## config.mk

```make
export PLATFORM = sky130hd
export DESIGN_NAME = prio_irq_ctrl
export DESIGN_NICKNAME = d
export VERILOG_FILES = /design/src/rtl/irqc_pkg.sv /design/src/rtl/irqc_edge_latch.sv /design/src/rtl/irqc_ctrl_regs.sv /design/src/rtl/irqc_arbiter.sv /design/src/rtl/prio_irq_ctrl.sv
export SDC_FILE = /design/constraint.sdc
export NUM_CORES = 1
export LEC_CHECK = 0
export CORE_MARGIN = 1.5
export CORE_UTILIZATION = 30
export CTS_CLUSTER_DIAMETER = 60
export CTS_CLUSTER_SIZE = 20
export DETAILED_ROUTE_END_ITERATION = 6
export DONT_BUFFER_PORTS = 1
export PLACE_DENSITY_LB_ADDON = 0.05
export SKIP_LAST_GASP = 1
export SLEW_MARGIN = 15
export SYNTH_ARGS = -nofsm -noshare
export SYNTH_HDL_FRONTEND = slang
export SYNTH_SLANG_ARGS = --single-unit
```

## constraint.sdc

```tcl
create_clock -name clk -period 1.65 [get_ports clk]
set_input_delay 0.2475 -clock clk [delete_from_list [all_inputs] [get_ports clk]]
set_output_delay 0.2475 -clock clk [all_outputs]
set_load 0.05 [all_outputs]
```

## src/rtl/irqc_pkg.sv

```systemverilog
package irqc_pkg;
  localparam int NUM_MASK  = 3;
  localparam int NUM_SRC   = NUM_MASK + 2;
  localparam int VEC_W     = 16;
  localparam int MWD_W     = NUM_MASK + 2;
  localparam int STAT_W    = 2 * NUM_MASK + 2;
  localparam int UPD_BIT   = NUM_MASK;
  localparam int CLRC_BIT  = NUM_MASK + 1;
  localparam logic [VEC_W-1:0] VEC_BASE = 16'h0024;
  localparam int VEC_STEP  = 8;

  typedef enum logic [2:0] {
    SRC_GEN = 3'd0,
    SRC_A   = 3'd1,
    SRC_B   = 3'd2,
    SRC_C   = 3'd3,
    SRC_NMI = 3'd4
  } irq_src_e;

  function automatic logic [VEC_W-1:0] vec_of(irq_src_e s);
    logic [VEC_W-1:0] v;
    case (s)
      SRC_GEN: v = '0;
      SRC_NMI: v = VEC_BASE;
      default: v = VEC_BASE + VEC_W'(VEC_STEP * int'(s));
    endcase
    return v;
  endfunction
endpackage

```

## src/rtl/irqc_edge_latch.sv

```systemverilog
module irqc_edge_latch #(
  parameter bit DROP_WHEN_LOW = 1'b0
) (
  input  logic clk,
  input  logic rst_n,
  input  logic din,
  input  logic clr,
  output logic lat
);
  logic din_q;
  logic rise;

  assign rise = din & ~din_q;

  always_ff @(posedge clk) begin
    if (!rst_n) begin
      din_q <= 1'b0;
      lat   <= 1'b0;
    end else begin
      din_q <= din;
      if (rise)
        lat <= 1'b1;
      else if (clr)
        lat <= 1'b0;
      else if (DROP_WHEN_LOW && !din)
        lat <= 1'b0;
    end
  end
endmodule

```

## src/rtl/irqc_ctrl_regs.sv

```systemverilog
module irqc_ctrl_regs import irqc_pkg::*; (
  input  logic                clk,
  input  logic                rst_n,
  input  logic                mask_wr,
  input  logic [MWD_W-1:0]    mask_wdata,
  input  logic                en_set,
  input  logic                en_clr,
  input  logic                auto_dis,
  output logic [NUM_MASK-1:0] mask,
  output logic                gl_en
);
  always_ff @(posedge clk) begin
    if (!rst_n) begin
      mask  <= '1;
      gl_en <= 1'b0;
    end else begin
      if (mask_wr && mask_wdata[UPD_BIT])
        mask <= mask_wdata[NUM_MASK-1:0];
      if (en_clr || auto_dis)
        gl_en <= 1'b0;
      else if (en_set)
        gl_en <= 1'b1;
    end
  end
endmodule

```

## src/rtl/irqc_arbiter.sv

```systemverilog
module irqc_arbiter import irqc_pkg::*; (
  input  logic [NUM_SRC-1:0] req,
  output logic               any,
  output irq_src_e           sel
);
  always_comb begin
    sel = SRC_GEN;
    for (int i = 0; i < NUM_SRC; i++)
      if (req[i]) sel = irq_src_e'(3'(i));
    any = |req;
  end
endmodule

```

## src/rtl/prio_irq_ctrl.sv

```systemverilog
module prio_irq_ctrl import irqc_pkg::*; (
  input  logic              clk,
  input  logic              rst_n,
  input  logic              nmi_in,
  input  logic              lvl_a_in,
  input  logic              lvl_b_in,
  input  logic              edge_c_in,
  input  logic              gen_in,
  input  logic              insn_end,
  input  logic              ack,
  input  logic              en_set,
  input  logic              en_clr,
  input  logic              mask_wr,
  input  logic [MWD_W-1:0]  mask_wdata,
  output logic              irq_pend,
  output logic [VEC_W-1:0]  irq_vec,
  output logic              irq_ext,
  output logic [STAT_W-1:0] status
);
  logic                nmi_lat;
  logic                c_lat;
  logic [NUM_MASK-1:0] mask;
  logic                gl_en;
  logic [NUM_SRC-1:0]  req;
  logic                any_req;
  irq_src_e            win;
  irq_src_e            held_src;
  logic                take;
  logic                clr_c;
  logic                clr_nmi;
  logic                auto_dis;
  logic [NUM_MASK-1:0] mline;

  assign take     = irq_pend & ack;
  assign clr_c    = (take && held_src == SRC_C) || (mask_wr && mask_wdata[CLRC_BIT]);
  assign clr_nmi  = take && held_src == SRC_NMI;
  assign auto_dis = take && held_src != SRC_NMI;
  assign mline    = {c_lat, lvl_b_in, lvl_a_in};

  irqc_edge_latch #(.DROP_WHEN_LOW(1'b1)) u_nmi_lat (
    .clk(clk), .rst_n(rst_n), .din(nmi_in), .clr(clr_nmi), .lat(nmi_lat));

  irqc_edge_latch #(.DROP_WHEN_LOW(1'b0)) u_c_lat (
    .clk(clk), .rst_n(rst_n), .din(edge_c_in), .clr(clr_c), .lat(c_lat));

  irqc_ctrl_regs u_regs (
    .clk(clk), .rst_n(rst_n), .mask_wr(mask_wr), .mask_wdata(mask_wdata),
    .en_set(en_set), .en_clr(en_clr), .auto_dis(auto_dis),
    .mask(mask), .gl_en(gl_en));

  assign req[SRC_GEN] = gl_en & gen_in;
  assign req[SRC_NMI] = nmi_lat & nmi_in;
  for (genvar g = 0; g < NUM_MASK; g++) begin : g_mreq
    assign req[g + 1] = gl_en & mline[g] & ~mask[g];
  end

  irqc_arbiter u_arb (.req(req), .any(any_req), .sel(win));

  always_ff @(posedge clk) begin
    if (!rst_n) begin
      irq_pend <= 1'b0;
      irq_ext  <= 1'b0;
      irq_vec  <= '0;
      held_src <= SRC_GEN;
    end else if (take) begin
      irq_pend <= 1'b0;
      irq_ext  <= 1'b0;
    end else if (!irq_pend && insn_end && any_req) begin
      irq_pend <= 1'b1;
      irq_ext  <= (win == SRC_GEN);
      irq_vec  <= vec_of(win);
      held_src <= win;
    end
  end

  assign status = {nmi_lat, c_lat, lvl_b_in, lvl_a_in, gl_en, mask};
endmodule

```

## Yosys cells after proc, flatten, opt, wreduce, memory -nomap -nowiden

Cells that the tools add are included.
W data, S select, Z words.

| word-level totals | value |
|---|---|
| bits in latches | 0 |
| memory bits (read-only) | 0 |
| register bits after elaboration | 29 |
| memories kept | 0 |
| bits in writable memories | 0 |

| operators by class | value |
|---|---|
| $lt $le $gt $ge | 0 |
| add/subtract/negate cells | 1 |
| equality and inequality tests | 5 |
| divide/modulo/power cells | 0 |
| reduce and logical (&&, ||, !) cells | 16 |
| shift operators | 0 |
| $mul | 0 |
| bitwise logic cells | 18 |
| mux-type cells | 10 |

Operator list:

| cell | number |
|---|---|
| $pmux W7 S2 | 1 |
| $and A1 B1 Y1 | 11 |
| $add A6 B6 Y7 const A | 1 |
| $logic_and A1 B1 Y1 | 7 |
| $not A1 Y1 | 7 |
| $eq A3 B3 Y1 const B | 2 |
| $mux W1 | 6 |
| $reduce_or A5 Y1 | 1 |
| $mux W2 | 2 |
| $reduce_or A2 Y1 | 2 |
| $eq A3 B2 Y1 const B | 1 |
| $logic_not A3 Y1 | 1 |
| $mux W3 | 1 |
| $ne A3 B1 Y1 const B | 1 |
| $ne A3 B3 Y1 const B | 1 |
| $logic_or A1 B1 Y1 | 2 |
| $reduce_and A2 Y1 | 1 |
| $reduce_bool A2 Y1 | 1 |
| $logic_not A1 Y1 | 1 |

## Logic depth before layout (Yosys ltp)

| logic depth | value |
|---|---|
| depth after elaboration | 8 |
| depth in mapped cells | 5 |
| mapped depth without buffers | 4 |

## Cells and area by module

From an unflattened synthesis, not the netlist that was laid out.

| unflattened totals | value |
|---|---|
| cells, all modules | 116 |
| area total of the unflattened synthesis | 977.2 sq um |

Modules (own cells, without submodules):

| module | cells each | instances | sequential area each (sq um) | area each (sq um) |
|---|---|---|---|---|
| prio_irq_ctrl | 81 | 1 | 200.2 | 640.6 |
| irqc_ctrl_regs | 16 | 1 | 80.1 | 150.1 |
| irqc_edge_latch (u_nmi_lat) | 5 | 1 | 40.0 | 73.8 |
| irqc_edge_latch (u_c_lat) | 6 | 1 | 40.0 | 70.1 |
| irqc_arbiter | 8 | 1 | 0.0 | 42.5 |

## Worst setup path before layout

OpenSTA, ideal clock, no wires.

| timing | value |
|---|---|
| path kind | flip-flop to flip-flop |
| start point | reg u_regs.mask[1] |
| end point | reg irq_ext |
| arrival time | 1.551 ns |
| setup time | 0.118 ns |
| stages on the path, launching flop included | 6 |
| setup slack | -0.019 ns |
| required time | 1.532 ns |
| cell sequence | dfxtp_1 nand2b_2 a21boi_2 o31a_1 buf_6 o2111a_1 |

| between the ends | value |
|---|---|
| longest elaborated chain between the ends | 6 |
| elaborated cells between the ends (all ways) | 8 |

Ends and longest elaborated chain:

| what | RTL line | RTL |
|---|---|---|
| start: declaration | irqc_ctrl_regs.sv:9 | `output logic [NUM_MASK-1:0] mask,` |
| start signal: assignment | irqc_ctrl_regs.sv:18 | `mask <= mask_wdata[NUM_MASK-1:0];` |
| $not A1 Y1 * | prio_irq_ctrl.sv:54 | `assign req[g + 1] = gl_en & mline[g] & ~mask[g];` |
| $and A1 B1 Y1 * | prio_irq_ctrl.sv:54 |  |
| $mux W2 (2 in a row) | irqc_arbiter.sv:9 | `if (req[i]) sel = irq_src_e'(3'(i));` |
| $mux W3 | irqc_arbiter.sv:9 |  |
| $logic_not A3 Y1 | prio_irq_ctrl.sv:70 | `irq_ext <= (win == SRC_GEN);` |
| end signal: assignment | prio_irq_ctrl.sv:70 |  |
| end: declaration | prio_irq_ctrl.sv:17 | `output logic irq_ext,` |

Mark *: on every way between the ends. The rest lies on a longest branch, timed or not.
A chain may end at the register's enable or synchronous reset.

## Final worst setup path

| timing | value |
|---|---|
| start point | reg u_regs.mask[1] |
| end point | reg held_src[0] |

| between the ends | value |
|---|---|
| longest elaborated chain between the ends | 5 |
| elaborated cells between the ends (all ways) | 8 |

Ends and longest elaborated chain:

| what | RTL line | RTL |
|---|---|---|
| $not A1 Y1 * | prio_irq_ctrl.sv:54 |  |
| $and A1 B1 Y1 * | prio_irq_ctrl.sv:54 |  |
| $reduce_or A5 Y1 / $mux W2 (equally long branches) | irqc_arbiter.sv:10, irqc_arbiter.sv:9 |  |
| $logic_and A1 B1 Y1 / $mux W2 (equally long branches) | prio_irq_ctrl.sv:68, irqc_arbiter.sv:9 |  |
| $reduce_and A2 Y1 (no line) / $mux W3 (equally long branches) | - |  |
| end signal: assignment | prio_irq_ctrl.sv:72 | `held_src <= win;` |
| end: declaration | prio_irq_ctrl.sv:27 | `irq_src_e held_src;` |

Marked as above.

==> results.txt <==
Fill cells: 286
GRT Util Overall: 0.116
Synth cell types: 26
Initial Utilization: 0.324
fin crit period: 1380 ps
Diodes inserted: 0
Worst EP required: 1870 ps
RSZ-0062 raised after global routing: false
cell count of the worst reg-to-reg path: 4
DP HPWL: 1270 um
P&R area growth vs syn: 3.18%
Clock Skew: 6.18 ps
first-pass GRT wire length: 2800 um
die height: 55.5 um
final net count: 117
detailed-route DRC error count: 0
power per cell area: 973 nW/um^2
Slew Limit Fails: 0
DR iter-0 viols: 12
die area: 3080 sq um
Internal Dissipation: 0.558 mW
period utilization: 0.839
Max Root-Sink Buffers: 2
Avg Cell Area, Syn: 8.60 sq um
Core ar.: 2540 sq um
Worst-path clk slew: 100 ps
Hold Path Cell Cnt: 1
num ports: 43
Pleak: 0.336 nW
Die X: 55.5 um
Max FO, Critical Path: 9
critical path arrival: 1610 ps
vias in the first global route: 604
Clock Sinks: 17
kind of critical path: register to register
Clk pwr share: 0.271
outcome: complete, no violations
final antenna-violating net count: 0
Final Setup Violations: 0
Hold Crit Class: input pin to register
Setup crit end kind: register
Via density: 4.63
Logic pwr share: 0.185
sequential power share: 0.544
post-synthesis sequential area ratio: 0.412
most common cell after layout, fill and taps aside: nand2_1
Achievable Freq: 722 MHz
Setup Fix Bufs, Post-CTS: 0
Wirelength per Cell: 12.6 um
largest net degree at the start of global routing: 21
via count: 597
Ys Warns: 0
most frequent cells in the layout: nand2_1 (16), dfxtp_1 (15), conb_1 (11), nand3_1 (8), buf_4 (8)
count of final hold-check violations: 0
Worst Hold Endpoint: u_regs.mask[1]$_SDFFE_PN1P_
Startpoint Class: register
max-cap violations: 0
worst hold slack: 22.6 ps
Hold Buf Count CTS: 0
sw power: 0.271 mW
Slew headroom: 0.661
initial antenna violation count: 0
gr ovfl total: 0
share of layout cells above drive strength 1: 0.162
final wirelength: 1620 um
worst hold start: rst_n
reg-to-reg endpoint: held_src[0]$_SDFFE_PN0P_
Mapped Area: 826 sq um
maximum VDD drop: 0.410 mV
later-pin clock latency in the skew report: 290 ps
row cnt: 18
GPL Wtd Cong: 0.672
H-tree depth: 1
pin slew with the least headroom to its limit: 507 ps
Sw Share: 0.327
CTS tree: done
Yosys reg bits: 17
# port buffers: 0
synthesized instance count: 96
First-pass DRT Iterations: 2
CTS root buffer: clkbuf_4
flop2flop setup slack: 270 ps
total CTS buffers: 3
setup TNS: 0 ps
r2r startpoint: u_regs.mask[1]$_SDFFE_PN1P_
post-CTS resize count: 0
[critical path, stage by stage, from the launching register on]
cell,delay (ps)
dfxtp_2,330
nand2b_2,180
a21boi_2,210
o31a_1,370
mux2i_1,230
[Yosys cell counts]
| library cell | n | area [sq um] |
|---|---|---|
| o211ai_1 | 2 | 15.0 |
| buf_4 | 17 | 128 |
| dfxtp_1 | 17 | 340 |
| nor4b_1 | 1 | 8.76 |
| o2111a_1 | 1 | 11.3 |
| and2_1 | 3 | 18.8 |
| o21ai_0 | 6 | 30.0 |
| mux2i_1 | 2 | 20.0 |
| a21boi_2 | 1 | 11.3 |
| o21a_1 | 1 | 7.51 |
| nand3_1 | 8 | 40.0 |
| a21oi_1 | 1 | 5.00 |
| nand4_1 | 2 | 12.5 |
| a21o_1 | 1 | 7.51 |
| nand2_1 | 16 | 60.1 |
| buf_2 | 1 | 5.00 |
| nor2b_1 | 2 | 12.5 |
| nand2b_2 | 2 | 17.5 |
| buf_6 | 1 | 11.3 |
| conb_1 | 1 | 3.75 |
| nor2_1 | 3 | 11.3 |
| nand2b_1 | 1 | 6.26 |
| a21boi_0 | 2 | 15.0 |
| nand3b_1 | 2 | 15.0 |
| buf_1 | 1 | 3.75 |
| o31a_1 | 1 | 8.76 |
[worst max path at each step]
stage,from,endpoint,slack [ps],cells past startpoint
floorplan,u_regs.mask[0]$_SDFFE_PN1P_,irq_ext$_SDFFE_PP0P_,90,5
global placement,u_regs.mask[1]$_SDFFE_PN1P_,irq_vec[4]$_SDFFE_PN0P_,310,4
detailed placement,u_regs.mask[1]$_SDFFE_PN1P_,held_src[2]$_SDFFE_PN0P_,270,4
CTS,u_regs.mask[1]$_SDFFE_PN1P_,held_src[0]$_SDFFE_PN0P_,230,4
global route,u_regs.mask[1]$_SDFFE_PN1P_,held_src[0]$_SDFFE_PN0P_,130,4
finish,u_regs.mask[1]$_SDFFE_PN1P_,held_src[0]$_SDFFE_PN0P_,270,4
[final cells by class]
| cell class | count | area, sq um | area share |
|---|---|---|---|
| clock buffer | 4 | 26.3 | 0.0308 |
| multi-input combinational | 69 | 375 | 0.441 |
| sequential | 17 | 343 | 0.402 |
| tap | 30 | 37.5 | 0.0441 |
| timing repair buffer | 9 | 70.1 | 0.0822 |
[per-stage QoR]
| step | instance area [sq um] | cells | total power [mW] | utilization | worst slack, ps |
|---|---|---|---|---|---|
| floorplan | 866 | 106 | 0.636 | - | 87.3 |
| global placement | 816 | 124 | 0.614 | 0.321 | 307 |
| detailed placement | 816 | 124 | 0.614 | 0.321 | 267 |
| CTS | 842 | 128 | 0.842 | 0.331 | 235 |
| global route | 852 | 129 | 0.879 | 0.335 | 133 |
| finish | 852 | 129 | 0.829 | 0.335 | 266 |
[power groups by stage]
stage | Clock [mW] | Combinational, mW | Sequential, mW
after floorplan | 0 | 0.154 | 0.482
after global placement | 0 | 0.153 | 0.461
after detailed placement | 0 | 0.153 | 0.461
after CTS | 0.238 | 0.153 | 0.452
after global routing | 0.260 | 0.165 | 0.454
final | 0.224 | 0.154 | 0.451
[logic make-up after synthesis]
kind of cell / count (synthesis) / synth area share
AOI/OAI and AO/OA: 16 / 0.135
DFF: 17 / 0.412
muxes: 2 / 0.0242
other: 1 / 0.00454
buffers and inverters: 20 / 0.179
and+or+nand+nor: 40 / 0.245
[sequential cells by signal (all words and copies together), names as in the netlist]
name             count
irq_vec              4
u_c_lat.lat          1
u_nmi_lat.din_q      1
irq_pend             1
u_c_lat.din_q        1
u_regs.mask          3
u_regs.gl_en         1
held_src             3
irq_ext              1
u_nmi_lat.lat        1
[routing by layer]
metal	part of all wire	up-vias	wire length, um	track usage
met5	0	-	0	0
met1	0.47	263	757	0.145
li1	-	307	-	-
met2	0.45	25	730	0.179
met4	0.0074	0	12	0.0314
met3	0.073	2	119	0.0539
(Power assumes the default switching activity.)
